[config.mk]
export PLATFORM = sky130hd
export DESIGN_NAME = p2p_tag_remap
export DESIGN_NICKNAME = d
export VERILOG_FILES = /design/src/rtl/p2p_remap_pkg.sv /design/src/rtl/tag_pick.sv /design/src/rtl/pend_table.sv /design/src/rtl/p2p_tag_remap.sv
export SDC_FILE = /design/constraint.sdc
export NUM_CORES = 1
export LEC_CHECK = 0
export BUFFER_PORTS_ARGS = -buffer_cell sky130_fd_sc_hd__buf_2
export CORE_ASPECT_RATIO = 1.75
export CORE_MARGIN = 2
export CORE_UTILIZATION = 40
export DETAILED_ROUTE_END_ITERATION = 8
export PLACE_DENSITY_LB_ADDON = 0.3
export RECOVER_POWER = 100
export SKIP_CTS_REPAIR_TIMING = 1
export SYNTH_ARGS = -nofsm -noshare
export SYNTH_HDL_FRONTEND = slang
export SYNTH_SLANG_ARGS = --single-unit
[constraint.sdc]
create_clock -name clk -period 3.6 [get_ports clk]
set_input_delay 0.54 -clock clk [delete_from_list [all_inputs] [get_ports clk]]
set_output_delay 0.54 -clock clk [all_outputs]
set_load 0.05 [all_outputs]
[src/rtl/p2p_remap_pkg.sv]
package p2p_remap_pkg;
   localparam int BUS_W = 8;
   localparam int DEV_W = 5;
   localparam int FN_W  = 3;

   typedef struct packed {
      logic [BUS_W-1:0] bus;
      logic [DEV_W-1:0] dev;
      logic [FN_W-1:0]  fn;
   } rid_t;
endpackage

[src/rtl/tag_pick.sv]
module tag_pick #(
   parameter int N         = 32,
   parameter int IW        = 5,
   parameter bit LOW_FIRST = 1'b1
) (
   input  logic [N-1:0]  busy,
   output logic [IW-1:0] idx,
   output logic          any_free
);
   initial begin
      assert (N <= (1 << IW)) else $error("tag_pick: IW too narrow for N");
   end

   assign any_free = ~&busy;

   generate
      if (LOW_FIRST) begin : g_low
         always_comb begin
            idx = '0;
            for (int i = N - 1; i >= 0; i--)
               if (!busy[i]) idx = IW'(i);
         end
      end else begin : g_high
         always_comb begin
            idx = '0;
            for (int i = 0; i < N; i++)
               if (!busy[i]) idx = IW'(i);
         end
      end
   endgenerate
endmodule

[src/rtl/pend_table.sv]
module pend_table #(
   parameter int DEPTH  = 32,
   parameter int TAG_W  = 5,
   parameter int OTAG_W = 8,
   parameter int PORT_W = 3
) (
   input  logic              clk,
   input  logic              rst_n,
   input  logic              alloc_en,
   input  logic [TAG_W-1:0]  alloc_idx,
   input  logic [OTAG_W-1:0] alloc_otag,
   input  logic [PORT_W-1:0] alloc_port,
   input  logic              cpl_valid,
   input  logic [OTAG_W-1:0] cpl_tag,
   output logic [DEPTH-1:0]  busy,
   output logic              hit,
   output logic [OTAG_W-1:0] hit_otag,
   output logic [PORT_W-1:0] hit_port
);
   initial begin
      assert (DEPTH == (1 << TAG_W)) else $error("pend_table: DEPTH must equal 2**TAG_W");
      assert (OTAG_W >= TAG_W) else $error("pend_table: OTAG_W below TAG_W");
   end

   logic [DEPTH-1:0]  busy_q;
   logic [OTAG_W-1:0] otag_q [DEPTH];
   logic [PORT_W-1:0] port_q [DEPTH];
   logic [TAG_W-1:0]  cpl_idx;
   logic              in_range;

   assign cpl_idx  = cpl_tag[TAG_W-1:0];
   assign in_range = (cpl_tag < OTAG_W'(DEPTH));
   assign hit      = cpl_valid & in_range & busy_q[cpl_idx];
   assign hit_otag = otag_q[cpl_idx];
   assign hit_port = port_q[cpl_idx];
   assign busy     = busy_q;

   always_ff @(posedge clk) begin
      if (!rst_n) begin
         busy_q <= '0;
      end else begin
         if (alloc_en) busy_q[alloc_idx] <= 1'b1;
         if (hit)      busy_q[cpl_idx]   <= 1'b0;
      end
   end

   always_ff @(posedge clk) begin
      if (alloc_en) begin
         otag_q[alloc_idx] <= alloc_otag;
         port_q[alloc_idx] <= alloc_port;
      end
   end


   no_double_alloc_chk: assert property (@(posedge clk) disable iff (!rst_n)
      alloc_en |-> !busy_q[alloc_idx]);

   entry_freed_chk: assert property (@(posedge clk) disable iff (!rst_n)
      hit |=> !busy_q[$past(cpl_idx)]);

   unexp_keeps_table_chk: assert property (@(posedge clk) disable iff (!rst_n)
      (cpl_valid && !hit && !alloc_en) |=> busy_q == $past(busy_q));

   no_reissue_chk: assert property (@(posedge clk) disable iff (!rst_n)
      (hit && alloc_en) |-> alloc_idx != cpl_idx);
endmodule

[src/rtl/p2p_tag_remap.sv]
module p2p_tag_remap
   import p2p_remap_pkg::*;
#(
   parameter int TAG_W  = 5,
   parameter int OTAG_W = 8,
   parameter int PORT_W = 3
) (
   input  logic              clk,
   input  logic              rst_n,
   input  logic              req_valid,
   output logic              req_ready,
   input  logic              req_posted,
   input  logic [BUS_W-1:0]  req_bus,
   input  logic [DEV_W-1:0]  req_dev,
   input  logic [FN_W-1:0]   req_fn,
   input  logic [OTAG_W-1:0] req_tag,
   input  logic [PORT_W-1:0] req_port,
   output logic              out_valid,
   output logic              out_posted,
   output logic [BUS_W-1:0]  out_bus,
   output logic [DEV_W-1:0]  out_dev,
   output logic [FN_W-1:0]   out_fn,
   output logic [OTAG_W-1:0] out_tag,
   output logic [PORT_W-1:0] out_port,
   input  logic              cpl_valid,
   input  logic [OTAG_W-1:0] cpl_tag,
   output logic              cpl_out_valid,
   output logic [OTAG_W-1:0] cpl_out_tag,
   output logic [PORT_W-1:0] cpl_out_port,
   output logic              cpl_unexp
);
   localparam int DEPTH = 1 << TAG_W;

   logic [DEPTH-1:0]  busy;
   logic [TAG_W-1:0]  pick_idx;
   logic              any_free;
   logic              accept, alloc_en;
   logic              hit;
   logic [OTAG_W-1:0] hit_otag;
   logic [PORT_W-1:0] hit_port;
   rid_t              rid_q;

   tag_pick #(.N(DEPTH), .IW(TAG_W), .LOW_FIRST(1'b1)) u_pick (
      .busy(busy), .idx(pick_idx), .any_free(any_free));

   pend_table #(.DEPTH(DEPTH), .TAG_W(TAG_W), .OTAG_W(OTAG_W), .PORT_W(PORT_W)) u_tbl (
      .clk(clk), .rst_n(rst_n),
      .alloc_en(alloc_en), .alloc_idx(pick_idx),
      .alloc_otag(req_tag), .alloc_port(req_port),
      .cpl_valid(cpl_valid), .cpl_tag(cpl_tag),
      .busy(busy), .hit(hit), .hit_otag(hit_otag), .hit_port(hit_port));

   assign req_ready = req_posted | any_free;
   assign accept    = req_valid & req_ready;
   assign alloc_en  = accept & ~req_posted;

   always_ff @(posedge clk) begin
      if (!rst_n) begin
         out_valid  <= 1'b0;
         out_posted <= 1'b0;
         rid_q      <= '0;
         out_tag    <= '0;
         out_port   <= '0;
      end else begin
         out_valid  <= accept;
         out_posted <= req_posted;
         rid_q      <= '{bus: req_bus, dev: req_dev, fn: req_fn};
         out_tag    <= req_posted ? req_tag : OTAG_W'(pick_idx);
         out_port   <= req_port;
      end
   end

   assign out_bus = rid_q.bus;
   assign out_dev = rid_q.dev;
   assign out_fn  = rid_q.fn;

   always_ff @(posedge clk) begin
      if (!rst_n) begin
         cpl_out_valid <= 1'b0;
         cpl_out_tag   <= '0;
         cpl_out_port  <= '0;
         cpl_unexp     <= 1'b0;
      end else begin
         cpl_out_valid <= hit;
         cpl_out_tag   <= hit_otag;
         cpl_out_port  <= hit_port;
         cpl_unexp     <= cpl_valid & ~hit;
      end
   end


   posted_pass_chk: assert property (@(posedge clk) disable iff (!rst_n)
      (req_valid && req_posted) |=> out_valid && out_posted && out_tag == $past(req_tag));

   stall_no_out_chk: assert property (@(posedge clk) disable iff (!rst_n)
      (req_valid && !req_ready) |=> !out_valid);

   cpl_restore_chk: assert property (@(posedge clk) disable iff (!rst_n)
      (cpl_valid && hit) |=> cpl_out_valid && !cpl_unexp && cpl_out_tag == $past(hit_otag));
endmodule

# After elaboration in Yosys (flattened, before gate mapping)
# Memories as Yosys holds them, arrays and structs flattened. A register that Yosys moved wholly into a read port is not among the register bits.
# Index checks and enable logic that the tools add are counted.
# W data, S select, Z words.
[word_totals] register_bits=63 ram_bits=352 output_inout_bits=43 elab_cells=80 n_memories=2
[op_classes] order_cmp=5 muxes=44 bitwise=11 reduce_logical=7
[mem_list] memory="u_tbl.otag_q" depth=32 word_bits=8 rd=1 rd_clocked_by_memory_dff=1 wr=1 line_no="pend_table.sv:26" rtl="logic [OTAG_W-1:0] otag_q [DEPTH];"
[mem_list] memory="u_tbl.port_q" depth=32 word_bits=3 rd=1 rd_clocked_by_memory_dff=1 wr=1 line_no="pend_table.sv:27" rtl="logic [PORT_W-1:0] port_q [DEPTH];"
[op_table] operator="$mux W5" n=33
[op_table] operator="$mux W32" n=3
[op_table] operator="$and A32 B32 Y32" n=1
[op_table] operator="$not A32 Y32" n=1
[op_table] operator="$or A32 B32 Y32" n=1
[op_table] operator="$reduce_and A32 Y1" n=1
[op_table] operator="$lt A5 B6 Y1 const B" n=2
[op_table] operator="$demux W1 S5" n=2
[op_table] operator="$ge A5 B1 Y1 const B" n=2
[op_table] operator="$lt A8 B6 Y1 const B" n=1
[op_table] operator="$and A1 B1 Y1" n=5
[op_table] operator="$bmux W1 S5" n=1
[op_table] operator="$mux W1" n=5
[op_table] operator="$logic_not A1 Y1" n=3
[op_table] operator="$logic_and A1 B1 Y1" n=2
[op_table] operator="$not A1 Y1" n=2
[op_table] operator="$reduce_and A2 Y1" n=1
[op_table] operator="$or A1 B1 Y1" n=1

# Depth between registers and ports, before layout
[logic_depth] ltp_word=41 depth_mapped=10 depth_no_buf=6

# Modules after synthesis
# From an unflattened synthesis, not the netlist that was laid out.
[unflattened] cells_unflattened=924 hier_area_um2=16701.0
[modules_own_cells] module="pend_table" n_inst=1 cells_per_inst=761 area_per_inst_um2=15110.7 seq_area_each_um2=11210.8
[modules_own_cells] module="p2p_tag_remap" n_inst=1 cells_per_inst=97 area_per_inst_um2=1197.4 seq_area_each_um2=840.8
[modules_own_cells] module="tag_pick" n_inst=1 cells_per_inst=66 area_per_inst_um2=392.9 seq_area_each_um2=0.0

# Worst setup path before layout
# Ideal clock, no wire load.
[synth_timing] path_type="input -> register" startpoint="input port req_posted" endpoint="memory u_tbl.otag_q[23][0] (enable)" setup_ps=396 t_arrival_ps=2221 slack_ps=983 path_stages=5 cell_sequence="nand2b_1 > nor3_2 > and2_1 > nand3_1 > nor3_1"
[synth_via] elab_chain_cells=5
[synth_rtl] item="from (decl)" line_no="p2p_tag_remap.sv:12" rtl="input logic req_posted,"
[synth_rtl] item="$or A1 B1 Y1" line_no="p2p_tag_remap.sv:53" rtl="assign req_ready = req_posted | any_free;"
[synth_rtl] item="$and A1 B1 Y1" line_no="p2p_tag_remap.sv:54" rtl="assign accept = req_valid & req_ready;"
[synth_rtl] item="$and A1 B1 Y1 (*)" line_no="p2p_tag_remap.sv:55" rtl="assign alloc_en = accept & ~req_posted;"
[synth_rtl] item="$mux W1 (*)" line_no="pend_table.sv:48" rtl="if (alloc_en) begin"
[synth_rtl] item="$mux W1 (not written as such) (*)" line_no="pend_table.sv:49" rtl="otag_q[alloc_idx] <= alloc_otag;"
[synth_rtl] item="to (decl)" line_no="pend_table.sv:26"
# Mark *: on every way between the ends. The rest lies on a longest branch, timed or not.

# Final worst setup path
[layout_timing] startpoint="register u_tbl.busy_q[27] (netlist: u_tbl.busy[27])" endpoint="memory u_tbl.otag_q[24][2] (enable)"
[layout_via] elab_chain_cells=28
[layout_rtl] item="from (decl)" line_no="pend_table.sv:25" rtl="logic [DEPTH-1:0] busy_q;"
[layout_rtl] item="from (signal assigned)" line_no="pend_table.sv:40" rtl="busy_q <= '0;"
[layout_rtl] item="from (signal, indexed assignment)" line_no="pend_table.sv:42" rtl="if (alloc_en) busy_q[alloc_idx] <= 1'b1;"
[layout_rtl] item="from (signal, indexed assignment)" line_no="pend_table.sv:43" rtl="if (hit) busy_q[cpl_idx] <= 1'b0;"
[layout_rtl] item="$mux W5 (28 in series)" line_no="tag_pick.sv:21" rtl="if (!busy[i]) idx = IW'(i);"
# Several ways; a longest one is shown, not always the timed one.

==> metrics.txt <==
buffer depth of the longest clock path=3; origin of the critical flop-to-flop path=u_tbl.busy[27]; unrepaired setup endpoints after global routing=false; Hold Slack=0.197 ns; Vias per Instance=5.73; number of enable flip-flop cells after synthesis=352; core area=0.0423 mm^2; root cell of the clock tree=sky130_fd_sc_hd__clkbuf_16; Achievable Freq=296 MHz; portion of the post-synthesis area used by sequential elements=0.708; Synth Register Bits=426; NumNets Final=1147; # diodes=0; register-to-register path setup slack=0.22 ns; outcome=finished with violations; drt wl/cell=27.6 um; Die Wd=160 um; final-report hold violation count=0; share of cells above drive strength 1=0.224; TritonCTS clock tree=done; async set-reset flop share out of synthesis=0; average instance area after synthesis=17.5 um^2; Final Cycle Share=0.939; number of detailed-routing iterations run before antenna repair=6; PnR worst setup slack=0.218 ns; TritonCTS buffer count=38; Syn Std Cell Area=0.0170 mm^2; number of clock sinks=426; Final setup viols=0; number of cells traversed by the worst hold path=2; total gr overflow=0; net count of the mapped netlist=1016; cell type with the largest total area after synthesis=sky130_fd_sc_hd__edfxtp_1; pwr/cell area=523 mW/mm^2; worst path arrival time=3.53 ns; critical path start-end classification=reg -> reg; gr usage total=0.214; crit path time final=3.38 ns; Crit path required time=3.75 ns; Post-Synthesis Cells=976; routed wire length=46800 um; clk_skew=0.0270 ns; maximum fanout along the worst path=12; Setup TNS Final=0 ns; number of port buffers=82; area growth from synthesis to layout=14.6%; sum of net half-perimeters after detailed placement=31600 um; maxcap violations=12; count of synthesis-stage warnings from yosys=0; launch instance of the worst min-delay path=req_bus[0]; maximum vdd drop=389 uV; Detail Route Antenna Nets=0; number of max-slew violations in the final report=392; category of the worst setup path launch point=flop; commonest non-fill, non-tap cells in the layout=sky130_fd_sc_hd__edfxtp_1, sky130_fd_sc_hd__mux4_2, sky130_fd_sc_hd__clkbuf_1; detailed-route DRC error count=0; Hold EP=out_bus[0]; H-tree Lvls=2; most common cell after layout, fill and taps aside=sky130_fd_sc_hd__edfxtp_1; Initial Util=0.403; clock latency on the worst-skew pair=0.55 ns; initial antenna violation count=1; num rows=100; Die Span Y=277 um; synth unique cells=64; Static Leakage=6.24 nW; placement-stage cell area=0.0185 mm^2; wire length of the first global-routing pass=68500 um; pin slew with the least headroom to its limit=2.24 ns; share of the synthesized area in the top cell type=0.621; endpoint type of the worst setup path=flop; pre-CTS setup slack=0.182 ns; end of the worst register-to-register path=u_tbl.otag_q[24][2]; count of boundary I/O pins=83; clock transition at the register clock pins on the worst setup and hold paths after CTS=0.07 ns; fin area=0.0195 mm^2; Max transition margin=-0.494; floorplan die area=0.0443 mm^2; largest cells by area after synthesis=sky130_fd_sc_hd__edfxtp_1, sky130_fd_sc_hd__mux4_2, sky130_fd_sc_hd__dfxtp_1; final weighted congestion in routability-driven placement=1.06; total vias in the final route=9717; violated checks=max-capacitance violations, max-slew violations; pin count of the biggest net entering global routing=54; Tightest Hold Check Type=in -> reg; final design utilization=0.462; flip-flop cell with the highest count after synthesis=sky130_fd_sc_hd__edfxtp_1; first-iteration detailed-routing DRC count=867; count of cells along the worst register-to-register path=8; vias in the first global route=10200
Yosys cell counts, types with 4 or more instances:
library cell,count
sky130_fd_sc_hd__nand2_1,58
sky130_fd_sc_hd__mux2i_1,32
sky130_fd_sc_hd__o22ai_1,6
sky130_fd_sc_hd__o221ai_1,5
sky130_fd_sc_hd__dfxtp_1,74
sky130_fd_sc_hd__o21ai_0,17
sky130_fd_sc_hd__a21oi_1,25
sky130_fd_sc_hd__nor3_2,5
sky130_fd_sc_hd__mux2_2,4
sky130_fd_sc_hd__or3_1,4
sky130_fd_sc_hd__nor2_1,38
sky130_fd_sc_hd__clkbuf_1,18
sky130_fd_sc_hd__buf_2,23
sky130_fd_sc_hd__a221oi_1,5
sky130_fd_sc_hd__inv_1,22
sky130_fd_sc_hd__o221a_2,8
sky130_fd_sc_hd__buf_1,4
sky130_fd_sc_hd__edfxtp_1,352
sky130_fd_sc_hd__a31oi_1,5
sky130_fd_sc_hd__buf_6,4
sky130_fd_sc_hd__a211oi_1,10
sky130_fd_sc_hd__nand2b_1,12
sky130_fd_sc_hd__mux4_2,96
sky130_fd_sc_hd__buf_4,4
sky130_fd_sc_hd__o221a_1,10
sky130_fd_sc_hd__and3_1,8
sky130_fd_sc_hd__and2_1,28
sky130_fd_sc_hd__nor3_1,17
sky130_fd_sc_hd__nand3_1,13
sky130_fd_sc_hd__nand4_1,10
sky130_fd_sc_hd__o211ai_1,4
final cells by class:
| cell class | count | area (um^2) |
|---|---|---|
| clock buffers | 51 | 1070 |
| multi-input cells | 474 | 4640 |
| repair buffers | 144 | 752 |
| well taps | 561 | 702 |
| flip-flops and latches | 426 | 12100 |
| clock inverters | 18 | 219 |
| inverters | 23 | 86.3 |
| fillers | 3761 | 22800 |
worst max path at each step:
stage	endpoint	cells past startpoint	from
2_1_floorplan	u_tbl.otag_q[23][0]	5	req_posted
3_5_place_dp	u_tbl.busy[27]	7	cpl_tag[1]
3_3_place_gp	u_tbl.busy[27]	7	cpl_tag[1]
4_1_cts	req_ready	5	u_tbl.busy[18]
6_report	u_tbl.otag_q[24][2]	8	u_tbl.busy[27]
5_1_grt	u_tbl.busy[24]	9	u_tbl.busy[27]
layer usage:
layer | vias to the layer above | routed length [um] | part of all wire | GRT usage
met2 | 414 | 25000 | 0.53 | 0.393
li1 | 4183 | - | - | -
met3 | 134 | 2370 | 0.051 | 0.0271
met5 | - | 0 | 0 | 0
met4 | 0 | 3090 | 0.066 | 0.120
met1 | 4986 | 16300 | 0.35 | 0.237
critical path: stages, from the launching register on:
cell	delay [ns]
sky130_fd_sc_hd__dfxtp_1	0.36
sky130_fd_sc_hd__clkbuf_1	0.40
sky130_fd_sc_hd__nand2_1	0.10
sky130_fd_sc_hd__a311oi_1	0.27
sky130_fd_sc_hd__o31ai_1	0.18
sky130_fd_sc_hd__clkbuf_1	0.27
sky130_fd_sc_hd__and2_1	0.31
sky130_fd_sc_hd__a211oi_2	0.17
sky130_fd_sc_hd__clkbuf_1	0.92
logic make-up after synthesis:
logic type / synth area share
and+or+nand+nor: 0.0628
AOI/OAI and AO/OA: 0.0601
DFF: 0.708
buffers and inverters: 0.0211
muxes: 0.148
metrics by stage:
step | std cells | total power [mW]
2_1_floorplan | 976 | 5.87
3_3_place_gp | 1628 | 6.13
3_5_place_dp | 1628 | 6.13
4_1_cts | 1697 | 10.3
5_1_grt | 1697 | 10.5
6_report | 1697 | 10.2
power breakdown:
part / switching [mW] / total, mW / internal (mW)
registers: 0.0154 / 5.38 / 5.37
clock network: 1.80 / 4.20 / 2.40
logic: 0.428 / 0.622 / 0.194
total: 2.25 / 10.2 / 7.96
registers in the layout, indices dropped and copies added, names as in the netlist, 3 cells and up:
register / cells
cpl_out_port: 3
cpl_out_tag: 8
out_bus: 8
out_dev: 5
out_fn: 3
out_port: 3
out_tag: 8
u_tbl.busy: 32
u_tbl.otag_q: 256
u_tbl.port_q: 96
Power figures use the tool's default switching activity.
